## src/rtl/tmr_split_pkg.sv

```systemverilog
package tmr_split_pkg;

    typedef enum logic [2:0] {
        ADR_CTRL = 3'd0,
        ADR_A_LO = 3'd1,
        ADR_A_HI = 3'd2,
        ADR_B_LO = 3'd3,
        ADR_B_HI = 3'd4
    } tmr_adr_e;

    typedef struct packed {
        logic flag_b;
        logic flag_a;
        logic split_b;
        logic run_b;
        logic split_a;
        logic ext_a;
        logic gate_a;
        logic run_a;
    } tmr_ctrl_t;

endpackage

```

## src/rtl/tmr_sync.sv

```systemverilog
module tmr_sync #(
    parameter int W = 2
) (
    input  logic         clk,
    input  logic         rst,
    input  logic [W-1:0] async_i,
    output logic [W-1:0] sync_o
);
    typedef struct packed {
        logic [W-1:0] s1;
        logic [W-1:0] s2;
    } sync_st_t;

    sync_st_t st_d, st_q;

    always_comb begin
        st_d.s1 = async_i;
        st_d.s2 = st_q.s1;
    end

    always_ff @(posedge clk) begin
        if (rst) st_q <= '0;
        else     st_q <= st_d;
    end

    assign sync_o = st_q.s2;

endmodule

```

## src/rtl/tmr_fall_det.sv

```systemverilog
module tmr_fall_det (
    input  logic clk,
    input  logic rst,
    input  logic tick_i,
    input  logic lvl_i,
    output logic fall_o
);
    logic prev_d, prev_q;

    always_comb begin
        prev_d = tick_i ? lvl_i : prev_q;
    end

    always_ff @(posedge clk) begin
        if (rst) prev_q <= 1'b0;
        else     prev_q <= prev_d;
    end

    assign fall_o = tick_i & prev_q & ~lvl_i;

    AST_ONE_FALL_PER_EDGE: assert property (@(posedge clk) disable iff (rst)
        fall_o |=> !fall_o);

endmodule

```

## src/rtl/tmr_pair_core.sv

```systemverilog
module tmr_pair_core
    import tmr_split_pkg::*;
#(
    parameter int HALF_W = 8
) (
    input  logic              clk,
    input  logic              rst,
    input  logic              tick_i,
    input  logic              evt_fall_i,
    input  logic              gate_lvl_i,
    input  logic              wr_en_i,
    input  logic [2:0]        wr_addr_i,
    input  logic [HALF_W-1:0] wr_data_i,
    output logic [2*HALF_W-1:0] cnt_a_o,
    output logic [2*HALF_W-1:0] cnt_b_o,
    output logic              flag_a_o,
    output logic              flag_b_o,
    output logic              pulse_o
);
    localparam int FULL_W = 2 * HALF_W;

    typedef struct packed {
        tmr_ctrl_t         ctrl;
        logic [HALF_W-1:0] a_lo;
        logic [HALF_W-1:0] a_hi;
        logic [HALF_W-1:0] b_lo;
        logic [HALF_W-1:0] b_hi;
        logic              pulse;
    } core_st_t;

    core_st_t st_d, st_q;

    logic wr_ctl, wr_alo, wr_ahi, wr_blo, wr_bhi;
    logic go_a, lo_step, hi_step, full_step, b_run, b_step;
    logic lo_ovf, hi_ovf, full_ovf, b_ovf, set_a, set_b;
    logic [FULL_W-1:0] a_full, b_full, a_full_nx, b_full_nx;
    tmr_ctrl_t wr_ctrl_v;

    always_comb begin
        wr_ctl = wr_en_i && (wr_addr_i == ADR_CTRL);
        wr_alo = wr_en_i && (wr_addr_i == ADR_A_LO);
        wr_ahi = wr_en_i && (wr_addr_i == ADR_A_HI);
        wr_blo = wr_en_i && (wr_addr_i == ADR_B_LO);
        wr_bhi = wr_en_i && (wr_addr_i == ADR_B_HI);
        wr_ctrl_v = tmr_ctrl_t'(wr_data_i[7:0]);

        a_full = {st_q.a_hi, st_q.a_lo};
        b_full = {st_q.b_hi, st_q.b_lo};

        go_a = tick_i && st_q.ctrl.run_a
               && (!st_q.ctrl.gate_a || gate_lvl_i)
               && (st_q.ctrl.ext_a ? evt_fall_i : 1'b1);

        lo_step   = st_q.ctrl.split_a && go_a && !wr_alo;
        hi_step   = st_q.ctrl.split_a && tick_i && st_q.ctrl.run_b && !wr_ahi;
        full_step = !st_q.ctrl.split_a && go_a && !wr_alo && !wr_ahi;
        lo_ovf    = lo_step && (&st_q.a_lo);
        hi_ovf    = hi_step && (&st_q.a_hi);
        full_ovf  = full_step && (&a_full);

        b_run  = !st_q.ctrl.split_b && (st_q.ctrl.split_a || st_q.ctrl.run_b);
        b_step = tick_i && b_run && !wr_blo && !wr_bhi;
        b_ovf  = b_step && (&b_full);

        set_a = st_q.ctrl.split_a ? lo_ovf : full_ovf;
        set_b = st_q.ctrl.split_a ? hi_ovf : b_ovf;

        a_full_nx = a_full + FULL_W'(1);
        b_full_nx = b_full + FULL_W'(1);

        st_d = st_q;
        if (lo_step)   st_d.a_lo = st_q.a_lo + HALF_W'(1);
        if (hi_step)   st_d.a_hi = st_q.a_hi + HALF_W'(1);
        if (full_step) {st_d.a_hi, st_d.a_lo} = a_full_nx;
        if (b_step)    {st_d.b_hi, st_d.b_lo} = b_full_nx;

        if (wr_alo) st_d.a_lo = wr_data_i;
        if (wr_ahi) st_d.a_hi = wr_data_i;
        if (wr_blo) st_d.b_lo = wr_data_i;
        if (wr_bhi) st_d.b_hi = wr_data_i;

        if (wr_ctl) begin
            st_d.ctrl.run_a   = wr_ctrl_v.run_a;
            st_d.ctrl.gate_a  = wr_ctrl_v.gate_a;
            st_d.ctrl.ext_a   = wr_ctrl_v.ext_a;
            st_d.ctrl.split_a = wr_ctrl_v.split_a;
            st_d.ctrl.run_b   = wr_ctrl_v.run_b;
            st_d.ctrl.split_b = wr_ctrl_v.split_b;
            st_d.ctrl.flag_a  = st_q.ctrl.flag_a & wr_ctrl_v.flag_a;
            st_d.ctrl.flag_b  = st_q.ctrl.flag_b & wr_ctrl_v.flag_b;
        end
        st_d.ctrl.flag_a = st_d.ctrl.flag_a | set_a;
        st_d.ctrl.flag_b = st_d.ctrl.flag_b | set_b;
        st_d.pulse = b_ovf;
    end

    always_ff @(posedge clk) begin
        if (rst) st_q <= '0;
        else     st_q <= st_d;
    end

    assign cnt_a_o  = {st_q.a_hi, st_q.a_lo};
    assign cnt_b_o  = {st_q.b_hi, st_q.b_lo};
    assign flag_a_o = st_q.ctrl.flag_a;
    assign flag_b_o = st_q.ctrl.flag_b;
    assign pulse_o  = st_q.pulse;

    AST_A_FLAG_AT_WRAP: assert property (@(posedge clk) disable iff (rst)
        $rose(st_q.ctrl.flag_a) |-> (st_q.a_lo == '0));

    AST_FLAG_STICKY: assert property (@(posedge clk) disable iff (rst)
        (st_q.ctrl.flag_a && !(wr_ctl && !wr_data_i[6])) |=> st_q.ctrl.flag_a);

    AST_HI_HOLD_NO_RUN: assert property (@(posedge clk) disable iff (rst)
        (st_q.ctrl.split_a && !st_q.ctrl.run_b && !wr_ahi) |=> $stable(st_q.a_hi));

    AST_B_FLAG_FROM_HI: assert property (@(posedge clk) disable iff (rst)
        ($rose(st_q.ctrl.flag_b) && $past(st_q.ctrl.split_a)) |-> (st_q.a_hi == '0));

    AST_B_PARKED: assert property (@(posedge clk) disable iff (rst)
        (st_q.ctrl.split_a && st_q.ctrl.split_b && !wr_blo && !wr_bhi)
        |=> $stable({st_q.b_hi, st_q.b_lo}));

    AST_PULSE_AT_ZERO: assert property (@(posedge clk) disable iff (rst)
        st_q.pulse |-> ({st_q.b_hi, st_q.b_lo} == '0));

endmodule

```

## src/rtl/tmr_split_pair.sv

```systemverilog
module tmr_split_pair #(
    parameter int HALF_W = 8
) (
    input  logic                clk,
    input  logic                rst,
    input  logic                tick_i,
    input  logic                ext_evt_i,
    input  logic                ext_gate_i,
    input  logic                wr_en_i,
    input  logic [2:0]          wr_addr_i,
    input  logic [HALF_W-1:0]   wr_data_i,
    output logic [2*HALF_W-1:0] cnt_a_o,
    output logic [2*HALF_W-1:0] cnt_b_o,
    output logic                flag_a_o,
    output logic                flag_b_o,
    output logic                irq_a_o,
    output logic                irq_b_o,
    output logic                b_ovf_pulse_o
);
    logic [1:0] pins_sync;
    logic       evt_fall;

    tmr_sync #(.W(2)) u_sync (
        .clk     (clk),
        .rst     (rst),
        .async_i ({ext_gate_i, ext_evt_i}),
        .sync_o  (pins_sync)
    );

    tmr_fall_det u_fall (
        .clk    (clk),
        .rst    (rst),
        .tick_i (tick_i),
        .lvl_i  (pins_sync[0]),
        .fall_o (evt_fall)
    );

    tmr_pair_core #(.HALF_W(HALF_W)) u_core (
        .clk        (clk),
        .rst        (rst),
        .tick_i     (tick_i),
        .evt_fall_i (evt_fall),
        .gate_lvl_i (pins_sync[1]),
        .wr_en_i    (wr_en_i),
        .wr_addr_i  (wr_addr_i),
        .wr_data_i  (wr_data_i),
        .cnt_a_o    (cnt_a_o),
        .cnt_b_o    (cnt_b_o),
        .flag_a_o   (flag_a_o),
        .flag_b_o   (flag_b_o),
        .pulse_o    (b_ovf_pulse_o)
    );

    assign irq_a_o = flag_a_o;
    assign irq_b_o = flag_b_o;

    AST_IRQ_FOLLOWS: assert property (@(posedge clk) disable iff (rst)
        (irq_a_o == flag_a_o) && (irq_b_o == flag_b_o));

endmodule

```

## config.mk

```make
export PLATFORM = sky130hd
export DESIGN_NAME = tmr_split_pair
export DESIGN_NICKNAME = d
export VERILOG_FILES = /design/src/rtl/tmr_split_pkg.sv /design/src/rtl/tmr_sync.sv /design/src/rtl/tmr_fall_det.sv /design/src/rtl/tmr_pair_core.sv /design/src/rtl/tmr_split_pair.sv
export SDC_FILE = /design/constraint.sdc
export NUM_CORES = 1
export LEC_CHECK = 0
export BUFFER_PORTS_ARGS = -buffer_cell sky130_fd_sc_hd__buf_2
export CAP_MARGIN = 0
export CORE_ASPECT_RATIO = 2
export CORE_MARGIN = 3
export CORE_UTILIZATION = 25
export CTS_BUF_LIST = sky130_fd_sc_hd__clkbuf_16
export CTS_CLUSTER_DIAMETER = 120
export DETAILED_ROUTE_END_ITERATION = 10
export GPL_TIMING_DRIVEN = 0
export PLACE_DENSITY = 0.54
export SLEW_MARGIN = 20
export SYNTH_ARGS = -nofsm -noshare
export SYNTH_HDL_FRONTEND = slang
export SYNTH_SLANG_ARGS = --single-unit
```

## constraint.sdc

```tcl
create_clock -name clk -period 3.7 [get_ports clk]
set_clock_uncertainty 0.1 [all_clocks]
set_input_delay 0.185 -clock clk [delete_from_list [all_inputs] [get_ports clk]]
set_output_delay 0.185 -clock clk [all_outputs]
set_load 0.05 [all_outputs]
```

* Word level (Yosys, flattened, before mapping)
Index checks and enable logic that the tools add are counted.
** Cells by class
- Add/subtract/negate cells :: 4
- Bitwise logic cells :: 7
- Equality and inequality tests :: 4
- Reduce and logical (&&, ||, !) cells :: 42
- Mux-type cells :: 12
** Operator list (count)
- $mux W8 :: 7
- $add A16 B1 Y16 const B :: 2
- $mux W16 :: 2
- $reduce_and A16 Y1 :: 2
- $logic_and A1 B1 Y1 :: 24
- $add A8 B1 Y8 const B :: 2
- $reduce_and A8 Y1 :: 2
- $logic_not A1 Y1 :: 7
- $eq A3 B2 Y1 const B :: 2
- $reduce_bool A3 Y1 :: 2
- $and A1 B1 Y1 :: 4
- $reduce_bool A2 Y1 :: 2
- $eq A3 B1 Y1 const B :: 1
- $eq A3 B3 Y1 const B :: 1
- $logic_not A3 Y1 :: 1
- $mux W1 :: 3
- $logic_or A1 B1 Y1 :: 2
- $or A1 B1 Y1 :: 2
- $not A1 Y1 :: 1
** Storage, ports and cells
- Register bits after elaboration :: 46
- Logic and storage cells :: 85
- Input bits :: 17
- Output and inout bits :: 37

* Logic depth before layout (Yosys ltp)
Gate-level depths: netlist of run 1.
- Depth after elaboration :: 10
- Gate-level depth with buffers :: 7

* Modules after synthesis
Synthesis of run 1 repeated with hierarchy kept, for this count alone.
** Second synthesis, totals
- Cells, all modules :: 317
- Area, all modules :: 2723.9 µm²
** Modules (own cells, without submodules)
- tmr_pair_core :: times used 1, sequential area each 820.8 µm², cells an instance 303, area each 2560.0 µm²
- tmr_sync :: times used 1, sequential area each 80.1 µm², cells an instance 8, area each 105.1 µm²
- tmr_fall_det :: times used 1, sequential area each 20.0 µm², cells an instance 4, area each 43.8 µm²
- tmr_split_pair :: times used 1, sequential area each 0.0 µm², cells an instance 2, area each 15.0 µm²

* Worst setup path after synthesis of run 1
No wires, ideal clock.
- Path type :: register to register
- Start point :: reg u_sync.st_q, in the netlist u_sync.sync_o[0]
- End point :: reg u_core.st_q, in the netlist u_core.cnt_a_o[12]
- Data arrival time :: 1.427 ns
- Cell stages (with the launch flop) :: 7
- Path slack :: 2.087 ns
- Period minus slack after synthesis :: 1.613 ns
- Cells stage by stage :: dfxtp_1 nand2b_1 a221oi_2 buf_2 nand3_1 a21o_1 a211oi_1
** Between the ends
- Cells in the longest elaborated chain, start to end :: 9
- Elaborated cells on any way between the ends :: 10
- Classes of those cells :: mux: 3; bitwise: 2; reduce/logical: 5
** Ends and longest elaborated chain
- start, declared :: line tmr_sync.sv:14 : sync_st_t st_d, st_q;
- start signal, assigned :: line tmr_sync.sv:23 : else st_q <= st_d;
- $not A1 Y1 (*) :: line tmr_fall_det.sv:19 : assign fall_o = tick_i & prev_q & ~lvl_i;
- $and A1 B1 Y1 (*) :: line tmr_fall_det.sv:19
- $mux W1 (*) :: line tmr_pair_core.sv:52 : && (st_q.ctrl.ext_a ? evt_fall_i : 1'b1);
- $logic_and A1 B1 Y1 (*) :: line tmr_pair_core.sv:52
- $logic_and A1 B1 Y1 (*) (3 in a row) :: line tmr_pair_core.sv:56 : full_step = !st_q.ctrl.split_a && go_a && !wr_alo && !wr_ahi;
- $mux W16 :: line tmr_pair_core.sv:74 : if (full_step) {st_d.a_hi, st_d.a_lo} = a_full_nx;
- $mux W8 :: line tmr_pair_core.sv:78 : if (wr_ahi) st_d.a_hi = wr_data_i;
- end signal, assigned :: line tmr_pair_core.sv:99 : else st_q <= st_d;
- end, declared :: line tmr_pair_core.sv:31 : core_st_t st_d, st_q;
Mark *: on every way between the ends. The rest lies on a longest branch, timed or not.
A chain may end at the register's enable or synchronous reset.

* Worst setup path in the final report of run 1
- Start point :: reg u_core.st_q, in the netlist u_core.cnt_a_o[2]
- End point :: reg u_core.st_q, in the netlist u_core.cnt_a_o[11]
** Between the ends
- Cells in the longest elaborated chain, start to end :: 3
** Ends and longest elaborated chain
- $add A16 B1 Y16 :: line tmr_pair_core.sv:68 : a_full_nx = a_full + FULL_W'(1);
- $mux W16 :: line tmr_pair_core.sv:74
- $mux W8 :: line tmr_pair_core.sv:78
No other way between the ends.

==> results summary, run 1 <==
The cell area after placement came out at 3290 sq um. The clock transition at the register clock pins on the worst setup and hold paths after CTS came out at 70 ps. The number of antenna-violating nets in the routed design is 0. The maximum number of pins on one net before global-route repair came out at 14. The number of antenna cells inserted is 0. The final clock period utilization by the worst path is 63.0%. The number of hold-slack violations in the final timing report was 0. In the routed layout, each cell is associated on average with a via count of 5.01. The placer's final routability congestion estimate came out at 0.880. The end point of the critical path is u_core.cnt_a_o[11]. The number of global-route vias before repair is 2,791. The final critical delay including setup and external delays is 2330 ps. The most used flip-flop cell after synthesis is sky130_fd_sc_hd__dfxtp_1. The initial antenna violation count is 0. The CTS H-tree depth is 2.

The overall die width came out at 81.5 um. The Yosys step of the flow raised 0 warnings. The count of input and output buffers is 53. The worst setup path is launched from a flop. The number of nets in the synthesized netlist came out at 366.

The launch instance of the worst register-to-register path is u_core.cnt_a_o[2]. The setup slack of the most critical reg-to-reg path is 1370 ps. The placed wire-length estimate is 6920 um.

The count of cell types in the netlist came out at 52. Gates resized during post-CTS repair numbered 0. The tightest min-delay check is of the input port to flop type. For this configuration, the core starts out at a cell density of 25.8%. The classification of the worst setup path is flop to flop. The routed length per placed instance is 16.5 um.

The hold buffer count at cts came out at 0. Fill cells in the final layout number 1,185. The standby leakage power is 1.45 nW. For this run, asynchronously set or reset flops after synthesis account for 0%. The area of the die is 12,800 sq um. The worst register-to-register path has a depth of 5.

No sink is reached through more buffers than the 2 on the longest clock path. Power spread over the standard cell area amounts to 327 nW/um^2. The data required time at the worst endpoint came out at 3800 ps.

The region available for standard cell placement spans 11,000 sq um. VDD sags by at most 0.161 mV. The count of nets after finishing is 426. The number of enable flip-flop cells after synthesis is 0. For the pin with the worst max-slew slack, the measured transition is 1050 ps. The routed layout has 2,735 vias. The worst hold path was traced through 2 stages.

The final design area excluding fillers is 3420 sq um. The global-route wire length before repair is 14,100 um. Setup repair after global routing left no endpoint under its margin. The final worst hold slack is 5.90 ps. The synthesis-to-finish area growth came out at 20.3%.

The total routing resource utilization after global routing is 14.5%. The tightest slew margin relative to the limit is 29.4%. The mean instance size in the synthesized netlist came out at 8.23 sq um. Tracing the worst setup path back leads to its startpoint at u_core.cnt_a_o[2].

TritonCTS built the clock tree. After synthesis the netlist holds a flip-flop and latch count of 46. In this run the post-CTS setup repair buffer count came out at 0. The total grt overflow came out at 0. The total clock buffers created by CTS came out at 5. The root buffer cell is sky130_fd_sc_hd__clkbuf_16.

The number of detailed-route iterations in the first pass is 4. The floorplan step set the die height to 157 um. The aggregate negative setup slack came out at 0 ps. The flow ran to the end, and the final reports show no timing, DRC or antenna violations.

The register area share after synthesis is 32.4%. STA puts the critical path data arrival time at 2430 ps. The endpoint identified for the worst register-to-register timing path is u_core.cnt_a_o[11]. Max-cap violations in this run came to 0. The combined area of all synthesized cells came out at 2850 sq um. The number of cells produced by synthesis came out at 346. The DRC marker count from the first detailed-route iteration came out at 203. The final wirelength came out at 8990 um. 54 I/O pins were placed. The clock insertion delay at the later pin of the skew report is 290 ps. Along the worst path, the maximum fanout reaches 6. The fraction of layout cells with a size suffix above 1 is 25.6%.

Static timing analysis puts the maximum clock frequency at 429 MHz. The final max-slew violation count is 0. The clock drives 46 sinks. STA classifies the critical path endpoint as a flop. The total DRC errors in the routed layout came out at 0. The final setup violation count is 0.

The number of standard-cell rows in the floorplan came out at 54.
[area by class of cell]
cell class              count  area [sq um]  share of cell area, %
multi-input cells         242          1570                   45.8
flip-flops and latches     46           921                   26.9
plain buffers              53           339                   9.90
repair buffers             53           265                   7.75
well taps                 140           175                   5.12
clock buffers               5           125                   3.65
inverters                   5          18.8                  0.548
clock inverters             2          11.3                  0.329
[worst max-delay path, cell delays in order, from the launching register on]
cell and delay, ps:
sky130_fd_sc_hd__dfxtp_1 430, sky130_fd_sc_hd__nand3_1 120, sky130_fd_sc_hd__nor4_1 900, sky130_fd_sc_hd__and3_4 370, sky130_fd_sc_hd__o21ai_1 70, sky130_fd_sc_hd__a211oi_1 240
[kinds of logic after synthesis]
logic type	count (synthesis)	share of synthesized area, %
simple gates	146	28.9
compound gates	70	17.5
buf+inv	58	12.6
flops	46	32.4
xor+xnor	15	4.62
mux	8	2.81
fa+ha+maj	3	1.32
[through the flow]
stage                     util, %  power (mW)  worst slack, ps  std cells
after detailed placement     29.8       0.681             1470        539
after global placement       29.8       0.680             1460        539
after CTS                    31.1        1.13             1450        546
after global routing         31.1        1.16             1310        546
final                        31.1        1.12             1370        546
after floorplan                 -       0.630             2090        346
[registers in the layout (all words and copies together), names as in the netlist]
| signal | flops |
|---|---|
| u_core.pulse_o | 1 |
| u_core.flag_a_o | 1 |
| u_sync.st_d | 2 |
| u_fall.prev_q | 1 |
| u_sync.sync_o | 2 |
| u_core.cnt_a_o | 16 |
| u_core.flag_b_o | 1 |
| u_core.cnt_b_o | 16 |
| u_core.st_q | 6 |
[cells in the final DEF, fill, tap and decap left out, types with 6 or more instances in the layout]
master,count
sky130_fd_sc_hd__a211oi_1,19
sky130_fd_sc_hd__a21oi_1,9
sky130_fd_sc_hd__and3_1,9
sky130_fd_sc_hd__and4_1,7
sky130_fd_sc_hd__buf_2,57
sky130_fd_sc_hd__buf_4,34
sky130_fd_sc_hd__clkbuf_1,14
sky130_fd_sc_hd__dfxtp_1,46
sky130_fd_sc_hd__inv_1,6
sky130_fd_sc_hd__mux2i_1,8
sky130_fd_sc_hd__nand2_1,21
sky130_fd_sc_hd__nand3_1,16
sky130_fd_sc_hd__nand4_1,10
sky130_fd_sc_hd__nor2_1,40
sky130_fd_sc_hd__nor4_1,8
sky130_fd_sc_hd__o21ai_0,13
sky130_fd_sc_hd__xor2_1,12
[metal layers]
layer	vias to the layer above	GRT usage (%)	part of all wire, %
met5	-	0	0
met4	0	9.99	4.7
met3	24	1.78	3.1
met2	82	26.5	55
met1	1277	14.7	37
li1	1352	-	-
[where the power goes]
group / switching [mW] / leakage [nW] / internal, mW
Clock: 0.205 / 0.0671 / 0.245
Sequential: 0.0157 / 0.373 / 0.509
Combinational: 0.0956 / 1.01 / 0.0496
Total: 0.316 / 1.45 / 0.803
[cell usage after synthesis (all sizes together), types with 10 or more instances]
library cell | number | area [sq um]
nand2 | 21 | 78.8
nor2 | 40 | 150
clkbuf | 14 | 52.6
nand3 | 16 | 80.1
a211oi | 19 | 143
o21ai | 15 | 75.1
buf | 39 | 287
and3 | 10 | 67.6
dfxtp | 46 | 921
nand4 | 10 | 62.6
xor2 | 12 | 105
[worst min-delay path by stage]
stage | start | end | slack [ps]
final | ext_gate_i | u_sync.st_d[1] | 6
after global routing | ext_evt_i | u_sync.st_d[0] | 20
after CTS | ext_gate_i | u_sync.st_d[1] | 3
after detailed placement | ext_gate_i | u_sync.st_d[1] | 310
after global placement | ext_evt_i | u_sync.st_d[0] | 300
after floorplan | ext_evt_i | u_sync.st_d[0] | 210
Note: power is estimated with default switching activity, not from simulation.
==> inputs of run 2 (changes only) <==
==> constraint.sdc (replaced) <==
create_clock -name clk -period 2.2 [get_ports clk]
set_clock_uncertainty 0.1 [all_clocks]
set_input_delay 0.11 -clock clk [delete_from_list [all_inputs] [get_ports clk]]
set_output_delay 0.11 -clock clk [all_outputs]
set_load 0.05 [all_outputs]
==> run 2 against run 1 <==
  * Global-route usage up 0.081 points
  * Power up 68%
  * Critical path depth up 1
  * Via count up 0.44%
  * Non-clock buffer count up 2
  * Sequential cell count unchanged
  * Maximum frequency up 17%
  * Clock power up 68%
  * Cell count up 0.37%
  * Critical path type unchanged
  * Critical endpoint is now u_core.cnt_a_o[12]
  * Largest cell class unchanged
  * Largest power group unchanged
==> results summary, run 2 (synthesis results as in run 1) <==
The number of antenna-violating nets in the routed design is 0. The final layout contains 428 nets. The class of the most critical hold timing path is input port to flop. The count of pins on the block boundary came out at 54.

The clock transition at the register clock pins on the worst setup and hold paths after CTS came out at 70 ps. The final max-slew violation count came out at 0. The final critical delay including setup and external delays is 1990 ps. The number of global-route vias before repair is 2,815. Setup repair after global routing left no endpoint under its margin. The clock insertion delay at the later pin of the skew report came out at 290 ps. The final critical path takes up 90.3% of the cycle.

The data required time at the worst endpoint is 2310 ps. The timing startpoint of the critical path is u_sync.sync_o[0]. The overall die width came out at 81.5 um. The placed wire-length estimate came out at 6920 um. Across all layers, the routed design uses 2,747 vias. STA classifies the critical path startpoint as a flop.

The final worst hold slack came out at 50.4 ps. Across the run, the number of max-cap violations was 0. After global routing, the most crowded layer is met2. Setup violations remaining at the end of the flow were counted as 0. The longest individual stage delay on the worst path came out at 420 ps.

In this run the critical register-to-register path is launched from u_sync.sync_o[0]. The die covers 12,800 sq um. The synthesis-to-finish area growth came out at 21.2%.

The global-route track usage on met3 came out at 1.83%. In the layout the commonest cells are 57 x sky130_fd_sc_hd__buf_2, 46 x sky130_fd_sc_hd__dfxtp_1, 40 x sky130_fd_sc_hd__nor2_1. The biggest fanout along the worst timing path came out at 10.

The final core area utilization came out at 31.3%. The initial standard-cell utilization of the core is 25.8%. The maximum number of pins on one net before global-route repair came out at 14.

The floorplan core area came out at 11,000 sq um. The number of hold-slack violations in the final timing report came out at 0. The total routing resource utilization after global routing came out at 14.6%. The post-detailed-route via-to-cell ratio came out at 5.01. The maximum vdd drop is 0.269 mV. The number of clock sinks seen by CTS is 46. The standby leakage power came out at 1.46 nW. In this run the vertical extent of the chip is 157 um.

The first global-routing pass estimated 14,200 um of wire. The met1 demand-to-capacity share in global routing is 14.7%. The library cell used most frequently in the layout, excluding fill and tap cells, is sky130_fd_sc_hd__buf_2.

Dividing the detail-routed wire length by the instance count gives 16.4 um. Measured against its own limit, the worst slew margin works out to 57.6%. The fraction of layout cells with a size suffix above 1 came out at 25.7%. The cell area after placement is 3290 sq um. The tree is rooted in a sky130_fd_sc_hd__clkbuf_16. The flow ran to the end, and the final reports show no timing, DRC or antenna violations.

The cell with the largest stage delay on the worst path is sky130_fd_sc_hd__a221oi_2. The CTS H-tree depth came out at 2. Timing would allow up to 504 MHz.

STA classifies the critical path endpoint as a flop. The initial antenna violation count came out at 0. The first detailed-routing pass ran for 4 iterations.

The DRC marker count from the first detailed-route iteration came out at 211. Dividing total power by cell area gives a power density of 546 nW/um^2. TritonCTS built the clock tree. The total grt overflow is 0. The placer's final routability congestion estimate is 0.880. The arrival time of data at the critical path endpoint is 2090 ps. The floorplan has 54 rows. Once layout is done, the placed cells without fillers occupy 3450 sq um. The hold path startpoint is wr_data_i[3]. The number of antenna cells inserted is 0. The count of input and output buffers is 53. The signal on the critical path passes through nand2b_1 > a221oi_2 > buf_2 > nand3_1 > a21o_1 > a211oi_1.

The transition at the pin with the smallest max-transition slack is 636 ps. By startpoint and endpoint, the worst setup path is classified as flop to flop. After detailed routing, the number of remaining DRC violations is 0. In this run, CTS created clock tree buffers numbering 5. The longest clock path from root to sink contains 2 buffers. The met2 track utilization from global routing is 26.9%. Wires add up to 9010 um.
-- run 2: cell count changes in the layout (fill, tap and decap cells not counted) --
cell	before	now
sky130_fd_sc_hd__dlygate4sd3_1	0	2
sky130_fd_sc_hd__nor4_1	8	7
sky130_fd_sc_hd__nor4_2	1	2
-- run 2: critical path, delay by kind of cell, from the launching register on --
family / cells / cell delay (ps)
flops: 1 / 310
buf+inv: 1 / 300
compound gates: 3 / 840
simple gates: 2 / 350
-- run 2: area by class of cell --
type,instances,area [sq um]
plain buffers,53,339
clock buffers,5,125
clock inverters,2,11.3
fillers,1185,7560
inverters,5,18.8
multi-input cells,242,1570
flip-flops and latches,46,921
well taps,140,175
repair buffers,55,285
-- run 2: timing repair --
item / 4_1_cts / 5_1_grt
hold endpoints to repair: 2 / 0
setup buffers: 0 / 0
setup endpoints to repair: 2 / 0
hold buffers: 2 / 0
gates resized for setup: 1 / 0
-- run 2: through the flow --
stage	setup TNS [ps]	setup WS, ps	instances	total power, mW
after floorplan	0	587	346	1.06
after global placement	-35.2	-35.2	539	1.14
after detailed placement	-27.2	-27.2	539	1.15
after CTS	0	191	548	1.90
after global routing	0	126	548	1.95
final	0	214	548	1.88
-- run 2: metal layers --
metal	vias to the layer above	wire length [um]
met2	76	5010
met1	1291	3360
met3	22	261
met4	0	381
met5	-	0
li1	1358	-
-- run 2: power breakdown --
part	internal, mW	switching [mW]	total [mW]	leakage, nW
logic	0.0857	0.162	0.247	1.02
registers	0.856	0.0265	0.882	0.373
clock network	0.412	0.343	0.755	0.0671
-- run 2: worst paths after layout --
path                                           end  cells after the start  slack, ps
worst max-delay path            u_core.cnt_a_o[12]                      6        210
worst min register to register    u_sync.sync_o[0]                      1        350
worst max register to register  u_core.cnt_a_o[12]                      6        210
worst min-delay path             u_core.cnt_b_o[3]                      3         50
==> inputs of run 3 (changes only) <==
--- a/config.mk
+++ b/config.mk
@@ -10,7 +10,7 @@
 export CORE_ASPECT_RATIO = 2
 export CORE_MARGIN = 3
 export CORE_UTILIZATION = 25
-export CTS_BUF_LIST = sky130_fd_sc_hd__clkbuf_16
+export CTS_BUF_LIST = sky130_fd_sc_hd__clkbuf_4 sky130_fd_sc_hd__clkbuf_8
 export CTS_CLUSTER_DIAMETER = 120
 export DETAILED_ROUTE_END_ITERATION = 10
 export GPL_TIMING_DRIVEN = 0
==> run 3 against run 2 <==
  * Worst hold slack got worse by 26 ps
  * Setup slack got worse by 2.5 ps
  * Power is 11% lower
  * Via count rose by 0.33%
  * Combinational power about the same
  * Clock-buffer cell count rose by 1
  * Maximum frequency decreased by 0.13%
==> results summary, run 3 (synthesis results as in run 1) <==
The run finished with clean final reports. The floorplan core area is 11,000 sq um. Setup repair after global routing left no endpoint under its margin. The synthesis-to-finish area growth is 19.3%. The clock transition at the register clock pins on the worst setup and hold paths after CTS is 100 ps. The maximum number of pins on one net before global-route repair is 14. Global routing consumed, over all layers together, 14.5% of the routing resources. The commonest non-fill, non-tap cell in the layout is sky130_fd_sc_hd__buf_2. The post-detailed-route via-to-cell ratio is 5.03. STA puts the critical path data arrival time at 2120 ps. The overall die width came out at 81.5 um. The layer flagged by global routing as most heavily used is met2. The number of antenna cells inserted is 0. The power per unit of standard cell area is 495 nW/um^2. The global-route track usage on met3 is 1.60%. The setup slack at placement came out at -27.2 ps. Global routing used 26.8% of the available met2 tracks. The first global-routing pass estimated 14,200 um of wire. The later pin in the worst-skew pair is clocked with a latency of 310 ps. The initial antenna violation count came out at 0. For this run the aggregate overflow at the end of global routing stands at 0. The final max-slew violation count is 0. The die covers 12,800 sq um.

The number of detailed-route iterations in the first pass came out at 4. The achievable clock frequency came out at 503 MHz. The final layout contains 428 nets.

The number of standard-cell rows in the floorplan is 54. After legalization and detailed placement, the total HPWL measured 6920 um. After detailed routing, the average wire length per cell comes to 16.5 um. The TritonCTS clock tree is done. Setup violations remaining at the end of the flow were counted as 0.

Summing over every cut layer, the via total after detailed routing is 2,756. The overall power of the completed layout came out at 1.68 mW. The worst setup path is captured at a flop. VDD sags by at most 0.321 mV. The count of pins on the block boundary came out at 54. The routed design could run at a clock period as short as 1990 ps. The fraction of layout cells with a size suffix above 1 is 26.0%. After layout, the worst setup slack is 212 ps.

From bottom edge to top edge, the die measures 157 um. CTS built an H-tree with a depth of 2. The tightest slew margin relative to the limit is 58.3%. The total DRC errors in the routed layout came out at 0. The placer's final routability congestion estimate is 0.880. The DRC marker count from the first detailed-route iteration is 211. The final clock period utilization by the worst path came out at 90.4%. At the pin with the least slew margin, the transition time is 625 ps. After clock tree synthesis, the setup repair step added 0 buffers. The deepest clock path buffer count is 2. At the worst endpoint, the required time is 2330 ps. The count of input and output buffers is 53. Max-cap violations in this run came to 0. The number of global-route vias before repair came out at 2,815.

Clock tree synthesis inserted a total of 5 buffers. The tree is rooted in a sky130_fd_sc_hd__clkbuf_8. The initial standard-cell utilization of the core came out at 25.8%. The number of hold-slack violations in the final timing report was 0.

The class of the most critical hold timing path is input port to flop. The biggest fanout along the worst timing path is 10. The critical path is of the flop to flop type. The final layout contains routed wiring with a total length of 9030 um. The clock drives 46 sinks. The number of antenna-violating nets in the routed design is 0. The analysis attributes to cell leakage a power of 1.43 nW. The kind of start point of the critical path is a flop. The top cell types in the final layout, fill and taps aside, are 57 x sky130_fd_sc_hd__buf_2, 46 x sky130_fd_sc_hd__dfxtp_1, 40 x sky130_fd_sc_hd__nor2_1. Across all register-to-register paths, the minimum setup slack is 210 ps. The aggregate negative setup slack is 0 ps.

The met1 demand-to-capacity share in global routing came out at 14.7%.
==> run 3: per-layer routing <==
layer	vias to the layer above	wire, um
li1	1360	-
met1	1295	3380
met2	81	5060
met3	20	265
met4	0	328
met5	-	0
==> run 3: critical path, stage by stage, from the launching register on <==
cell and delay, ps:
sky130_fd_sc_hd__dfxtp_1 320, sky130_fd_sc_hd__nand2b_1 160, sky130_fd_sc_hd__a221oi_2 420, sky130_fd_sc_hd__buf_2 310, sky130_fd_sc_hd__nand3_1 180, sky130_fd_sc_hd__a21o_1 220, sky130_fd_sc_hd__a211oi_1 200
==> run 3: timing repair <==
item,4_1_cts,5_1_grt
endpoints found under the setup margin,2,0
hold buffers,2,0
gates resized for setup,1,0
hold endpoints to repair,2,0
==> run 3: area by class of cell <==
cell class	instances	area, sq um
buffer	53	339
clock buffer	6	76.3
clock inverter	1	7.51
fill	1191	7620
inverter	5	18.8
multi-input combinational	242	1570
sequential	46	921
tap	140	175
timing repair buffer	55	285
==> run 3: worst paths after layout <==
path                    startpoint            endpoint  cells past startpoint
setup / recovery  u_sync.sync_o[0]  u_core.cnt_a_o[12]                      6
hold reg to reg     u_sync.st_d[0]    u_sync.sync_o[0]                      1
setup reg to reg  u_sync.sync_o[0]  u_core.cnt_a_o[12]                      6
hold / removal        wr_data_i[0]   u_core.cnt_b_o[0]                      3
==> run 3: power breakdown <==
group | switching (mW) | internal, mW
clock | 0.321 | 0.232
combinational | 0.162 | 0.0857
sequential | 0.0266 | 0.856
==> run 3: through the flow <==
stage / hold slack, ps / std cells / area, sq um / util, %
floorplan: 138 / 346 / 2850 / -
global placement: 222 / 539 / 3290 / 29.8
detailed placement: 236 / 539 / 3290 / 29.8
CTS: 20.8 / 548 / 3400 / 30.8
global route: 43.4 / 548 / 3400 / 30.8
finish: 24.2 / 548 / 3400 / 30.8
